==> config.mk <==
export PLATFORM = sky130hd
export DESIGN_NAME = pin_bank_ctrl
export DESIGN_NICKNAME = d
export VERILOG_FILES = /design/src/rtl/pin_bank_pkg.sv /design/src/rtl/pin_bank_decode.sv /design/src/rtl/pin_bank_sync.sv /design/src/rtl/pin_bank_datapath.sv /design/src/rtl/pin_bank_ctrl.sv
export SDC_FILE = /design/constraint.sdc
export NUM_CORES = 1
export LEC_CHECK = 0
export ABC_CLOCK_PERIOD_IN_PS = 1900
export BUFFER_PORTS_ARGS = -buffer_cell sky130_fd_sc_hd__buf_2
export CAP_MARGIN = 10
export CORE_MARGIN = 2
export CORE_UTILIZATION = 27
export CTS_CLUSTER_DIAMETER = 100
export DETAILED_ROUTE_END_ITERATION = 8
export GPL_TIMING_DRIVEN = 1
export PLACE_DENSITY = 0.52
export SYNTH_ARGS = -nofsm -noshare
export SYNTH_HDL_FRONTEND = slang
export SYNTH_SLANG_ARGS = --single-unit
==> constraint.sdc <==
create_clock -name clk -period 1.9 [get_ports clk]
set_clock_uncertainty 0.2 [all_clocks]
set_input_delay 0.19 -clock clk [delete_from_list [all_inputs] [get_ports clk]]
set_output_delay 0.19 -clock clk [all_outputs]
set_load 0.1 [all_outputs]
==> src/rtl/pin_bank_pkg.sv <==
package pin_bank_pkg;

  typedef enum logic [1:0] {
    RD_ZERO  = 2'd0,
    RD_PINS  = 2'd1,
    RD_LATCH = 2'd2,
    RD_CFG   = 2'd3
  } rdSrc_e;

  typedef struct packed {
    logic   setStb;
    logic   clrStb;
    logic   cfgWr;
    logic   rdStb;
    rdSrc_e rdSrc;
  } bankStb_t;

endpackage

==> src/rtl/pin_bank_decode.sv <==
module pin_bank_decode
  import pin_bank_pkg::*;
#(
  parameter int NUM_LINES = 20,
  parameter int ADDR_W    = 9,
  parameter int LOW_BANK  = 16,
  parameter int STRIDE    = 8,
  parameter int HIGH_BASE = 256,
  parameter int PINS_OFS  = 128,
  parameter int SET_OFS   = 136,
  parameter int CLR_OFS   = 144,
  localparam int IDX_W    = $clog2(NUM_LINES)
) (
  input  logic [ADDR_W-1:0] addr,
  input  logic              wrEn,
  input  logic              rdEn,
  output bankStb_t          stb,
  output logic [IDX_W-1:0]  lineIdx
);

  localparam logic [ADDR_W-1:0] PinsAddr = ADDR_W'(PINS_OFS);
  localparam logic [ADDR_W-1:0] SetAddr  = ADDR_W'(SET_OFS);
  localparam logic [ADDR_W-1:0] ClrAddr  = ADDR_W'(CLR_OFS);

  // configuration word offset of one pin, with the jump after the low bank
  function automatic logic [ADDR_W-1:0] cfgAddr(input int n);
    if (n < LOW_BANK) return ADDR_W'(STRIDE * n);
    return ADDR_W'(HIGH_BASE + STRIDE * (n - LOW_BANK));
  endfunction

  logic cfgHit;
  logic latchHit;

  always_comb begin
    cfgHit  = 1'b0;
    lineIdx = '0;
    for (int n = 0; n < NUM_LINES; n++) begin
      if (addr == cfgAddr(n)) begin
        cfgHit  = 1'b1;
        lineIdx = IDX_W'(n);
      end
    end
  end

  assign latchHit = (addr == SetAddr) || (addr == ClrAddr);

  always_comb begin
    stb.setStb = wrEn && (addr == SetAddr);
    stb.clrStb = wrEn && (addr == ClrAddr);
    stb.cfgWr  = wrEn && cfgHit;
    stb.rdStb  = rdEn;
    if (addr == PinsAddr)  stb.rdSrc = RD_PINS;
    else if (latchHit)     stb.rdSrc = RD_LATCH;
    else if (cfgHit)       stb.rdSrc = RD_CFG;
    else                   stb.rdSrc = RD_ZERO;
  end

endmodule

==> src/rtl/pin_bank_sync.sv <==
module pin_bank_sync #(
  parameter int WIDTH  = 20,
  parameter int STAGES = 2
) (
  input  logic             clk,
  input  logic             rstN,
  input  logic [WIDTH-1:0] din,
  output logic [WIDTH-1:0] dout
);

  logic [WIDTH-1:0] stage [STAGES];

  always_ff @(posedge clk or negedge rstN) begin
    if (!rstN) stage[0] <= '0;
    else       stage[0] <= din;
  end

  for (genvar s = 1; s < STAGES; s++) begin : g_stage
    always_ff @(posedge clk or negedge rstN) begin
      if (!rstN) stage[s] <= '0;
      else       stage[s] <= stage[s-1];
    end
  end

  assign dout = stage[STAGES-1];

endmodule

==> src/rtl/pin_bank_datapath.sv <==
module pin_bank_datapath
  import pin_bank_pkg::*;
#(
  parameter int NUM_LINES   = 20,
  parameter int DATA_W      = 64,
  parameter int SYNC_STAGES = 2,
  localparam int IDX_W      = $clog2(NUM_LINES)
) (
  input  logic                 clk,
  input  logic                 rstN,
  input  bankStb_t             stb,
  input  logic [IDX_W-1:0]     lineIdx,
  input  logic [NUM_LINES-1:0] wrBits,
  input  logic [NUM_LINES-1:0] padIn,
  output logic [NUM_LINES-1:0] padOut,
  output logic [NUM_LINES-1:0] padOe,
  output logic [DATA_W-1:0]    rdData
);

  logic [NUM_LINES-1:0] outLatch;
  logic [NUM_LINES-1:0] oeReg;
  logic [NUM_LINES-1:0] pinLevel;

  pin_bank_sync #(
    .WIDTH (NUM_LINES),
    .STAGES(SYNC_STAGES)
  ) u_sync (
    .clk (clk),
    .rstN(rstN),
    .din (padIn),
    .dout(pinLevel)
  );

  always_ff @(posedge clk or negedge rstN) begin
    if (!rstN)           outLatch <= '0;
    else if (stb.setStb) outLatch <= outLatch | wrBits;
    else if (stb.clrStb) outLatch <= outLatch & ~wrBits;
  end

  for (genvar g = 0; g < NUM_LINES; g++) begin : g_cfg
    always_ff @(posedge clk or negedge rstN) begin
      if (!rstN)                                     oeReg[g] <= 1'b0;
      else if (stb.cfgWr && (lineIdx == IDX_W'(g)))  oeReg[g] <= wrBits[0];
    end
  end

  always_ff @(posedge clk or negedge rstN) begin
    if (!rstN) begin
      rdData <= '0;
    end else if (stb.rdStb) begin
      case (stb.rdSrc)
        RD_PINS:  rdData <= DATA_W'(pinLevel);
        RD_LATCH: rdData <= DATA_W'(outLatch);
        RD_CFG:   rdData <= DATA_W'(oeReg[lineIdx]);
        default:  rdData <= '0;
      endcase
    end else begin
      rdData <= '0;
    end
  end

  assign padOut = outLatch;
  assign padOe  = oeReg;

endmodule

==> src/rtl/pin_bank_ctrl.sv <==
module pin_bank_ctrl
  import pin_bank_pkg::*;
#(
  parameter int NUM_LINES   = 20,
  parameter int DATA_W      = 64,
  parameter int ADDR_W      = 9,
  parameter int SYNC_STAGES = 2,
  localparam int IDX_W      = $clog2(NUM_LINES)
) (
  input  logic                 clk,
  input  logic                 rstN,
  input  logic                 wrEn,
  input  logic                 rdEn,
  input  logic [ADDR_W-1:0]    addr,
  input  logic [DATA_W-1:0]    wrData,
  output logic [DATA_W-1:0]    rdData,
  input  logic [NUM_LINES-1:0] padIn,
  output logic [NUM_LINES-1:0] padOut,
  output logic [NUM_LINES-1:0] padOe
);

  bankStb_t         stb;
  logic [IDX_W-1:0] lineIdx;
  logic             unusedHiBits;

  // write data above the pin count never reaches a register
  assign unusedHiBits = ^wrData[DATA_W-1:NUM_LINES];

  pin_bank_decode #(
    .NUM_LINES(NUM_LINES),
    .ADDR_W   (ADDR_W)
  ) u_decode (
    .addr   (addr),
    .wrEn   (wrEn),
    .rdEn   (rdEn),
    .stb    (stb),
    .lineIdx(lineIdx)
  );

  pin_bank_datapath #(
    .NUM_LINES  (NUM_LINES),
    .DATA_W     (DATA_W),
    .SYNC_STAGES(SYNC_STAGES)
  ) u_datapath (
    .clk    (clk),
    .rstN   (rstN),
    .stb    (stb),
    .lineIdx(lineIdx),
    .wrBits (wrData[NUM_LINES-1:0]),
    .padIn  (padIn),
    .padOut (padOut),
    .padOe  (padOe),
    .rdData (rdData)
  );

endmodule

==> results.cfg <==
[outcome]
status = finished, final reports clean

[synthesis]
yosys.area_share.simple = 0.131
synth_mux_area_frac = 0.0580
synth-xor-area-share = 0.00207
ys_types = 44
synth_seq_area_share = 0.592
yosys_warnings = 0
yosys.area.top_type_share = 0.592
synth_compound_area_frac = 0.117
synthCells = 356
syn_avg_cell_area_sq_um = 11.9
synthAdderAreaFrac = 0
synth_edf_count = 0
netlist_area_sq_um = 4230
post-synth-top-count-cell = dfrtp_1
synth_top_family_by_area = simple AND/OR/NAND/NOR gates
async_reset_ff_frac = 1.00
synth_area_leaders = dfrtp_1 (59%), buf_4 (7.8%), mux2_2 (5.3%)
synth_ff_type = dfrtp_1
ys_seq_elements = 100
synthTopCellsByCount = dfrtp_1 (100), buf_4 (44), nand2_1 (30), a22o_1 (21)
synth_top_area_cell = dfrtp_1

[critical_path]
crit_start = addr[2]
cp-start-kind = primary input
reg2regPathDepth = 4
r2r_start = u_datapath.padOe[5]$_DFFE_PN0P_
required_ns = 1.98
rrSetupSlack_ns = 0.31
reg2reg_to = u_datapath.rdData[0]$_DFF_PN0_
path_cells = buf_2 -> or4b_4 -> or3_4 -> o211a_1 -> a211o_1 -> a21oi_2 -> a41o_1
end_kind = flip-flop
critical_path_class = in -> reg
max_stage_delay_ns = 0.60
crit_slowest_cell = or4b_4
cp.arrival_ns = 1.97
crit_path_end = u_datapath.rdData[0]$_DFF_PN0_
path_max_fanout = 6

[global_route]
grt_pass1_vias = 3409
grt_pass1_wl_microns = 18700
antenna_found_initial = 0
track_usage = 0.149
grt.overflow.total = 0
grt_max_degree = 45

[finish]
drive_gt1_frac = 0.417
fillers = 1461
layout.cells.non_filler = 772
n_antenna_cell = 0
num-nets-final = 653
area_growth_pct = 45.8

[sta]
holdWs_ns = 0.114
hold_viol = 0
min_period_over_period = 0.991
drv_slew = 0
timing.final.crit_period_ns = 1.88
rsz0062_at_grt = yes
worst_pin_slew_ns = 0.584
max_freq_mhz = 531
max-slew-margin-rel = 0.611
setup_viol = 0

[route]
route.detailed.drc = 0
totalWireLength_microns = 11900
wl_met3_microns = 527
vias = 3367
wl_met2_microns = 6160
wl_per_cell_microns = 15.5
m1WireLength_microns = 5040
antenna_left = 0
via_per_inst = 4.36
top_layer = met4
first_iter_violations = 135
first_pass_iters = 4

[floorplan]
rows = 45
ioPinCount = 201
start_util = 0.277
die_w_microns = 129
dieHeight_microns = 129
dieArea_sq_um = 16700
core_sq_um = 15300

[cts]
post_cts_buffers = 0
clk_pin_slew_ns = 0.07
cts_made_buffers = 9
clock_latency_ns = 0.34
cts_tree = yes
ctsHtreeMaxLevel = 3
cts_sinks = 100
cts-root-buf = clkbuf_16
cts_max_path_buffers = 2

[placed_design]
portBuffers = 112
dpl.hpwl_microns = 8580
globalplace.congestion = 0.847
dp.cells = 716

[power]
ir_worst_vdd_mv = 0.459
finalPower_mw = 5.06
p_per_area_nw_per_um2 = 820
power_leakage_nw = 2.98

[min_path]
hold_class = in -> reg

[flow_run]
cap_violations = 0
through the flow:
stage | area [sq um] | utilization | TNS [ns] | worst slack, ns
global route | 6170 | 0.404 | -0.0835 | -0.0477
floorplan | 4490 | - | -0.885 | -0.223
CTS | 6120 | 0.401 | 0 | 0.00207
detailed placement | 5390 | 0.353 | -11.40 | -0.438
global placement | 5390 | 0.353 | -11.34 | -0.444
finish | 6170 | 0.404 | 0 | 0.0165
worst min-delay path by stage:
stage | start | to | slack, ns | cells after the start
2_1_floorplan | rstN | asynchronous set/reset pin | -0.31 | 0
3_3_place_gp | rstN | u_datapath.u_sync.stage[34]$_DFF_PN0_ | 0.03 | 1
3_5_place_dp | rstN | u_datapath.u_sync.stage[34]$_DFF_PN0_ | 0.04 | 1
4_1_cts | wrEn | u_datapath.padOe[18]$_DFFE_PN0P_ | 0.08 | 3
5_1_grt | wrEn | u_datapath.padOe[18]$_DFFE_PN0P_ | 0.11 | 3
6_report | wrEn | u_datapath.padOe[18]$_DFFE_PN0P_ | 0.11 | 3
cells by family after synthesis:
logic type,Yosys count
AOI/OAI and AO/OA,62
buffers and inverters,66
xor gates and xnor gates,1
other,1
DFF,100
and+or+nand+nor,104
muxes,22
power by group:
group	internal (mW)	total (mW)	leakage [nW]	switching, mW
Sequential	2.19	2.22	1.30	0.0314
Clock	1.08	1.91	0.153	0.828
Combinational	0.201	0.923	1.53	0.722
Total	3.48	5.06	2.98	1.58
timing repair:
| item | CTS | global route |
|---|---|---|
| hold buffers | 40 | 0 |
| hold endpoints to repair | 79 | 0 |
| setup endpoints to repair | 4 | 14 |
| pin swaps | 0 | 3 |
| resized for setup | 3 | 9 |
layout make-up:
type	count	area, sq um	area share
Clock buffer	10	239	0.0388
Clock inverter	6	77.6	0.0126
Tap cell	211	264	0.0428
Multi-Input combinational cell	233	1610	0.261
Timing Repair Buffer	210	1470	0.238
Inverter	2	7.51	0.00122
Sequential cell	100	2500	0.406
metal layers:
layer / up-vias / track usage
met4: 0 / 0.0512
met3: 14 / 0.0355
met5: - / 0
met2: 108 / 0.257
met1: 1669 / 0.182
li1: 1576 / -
cell usage in the layout, fill, tap and decap left out, types with 3 or more instances in the layout:
master	count
mux2_2	17
nor3_4	3
nor4_2	4
clkbuf_16	9
buf_12	5
or3_1	3
buf_4	54
nor3_1	4
conb_1	44
a22o_1	21
nor3_2	7
nor2b_1	20
mux2_4	3
nand2_1	27
nand3_1	8
dfrtp_1	100
dlygate4sd3_1	40
buf_2	110
a22oi_1	20
nor2_1	10
critical path: cells and delay by family:
family | cells | cell delay, ns
AO/OA/AOI/OAI | 4 | 0.70
AND/OR/NAND/NOR | 2 | 0.96
buffers and inverters | 1 | 0.11
(Power assumes the default switching activity.)
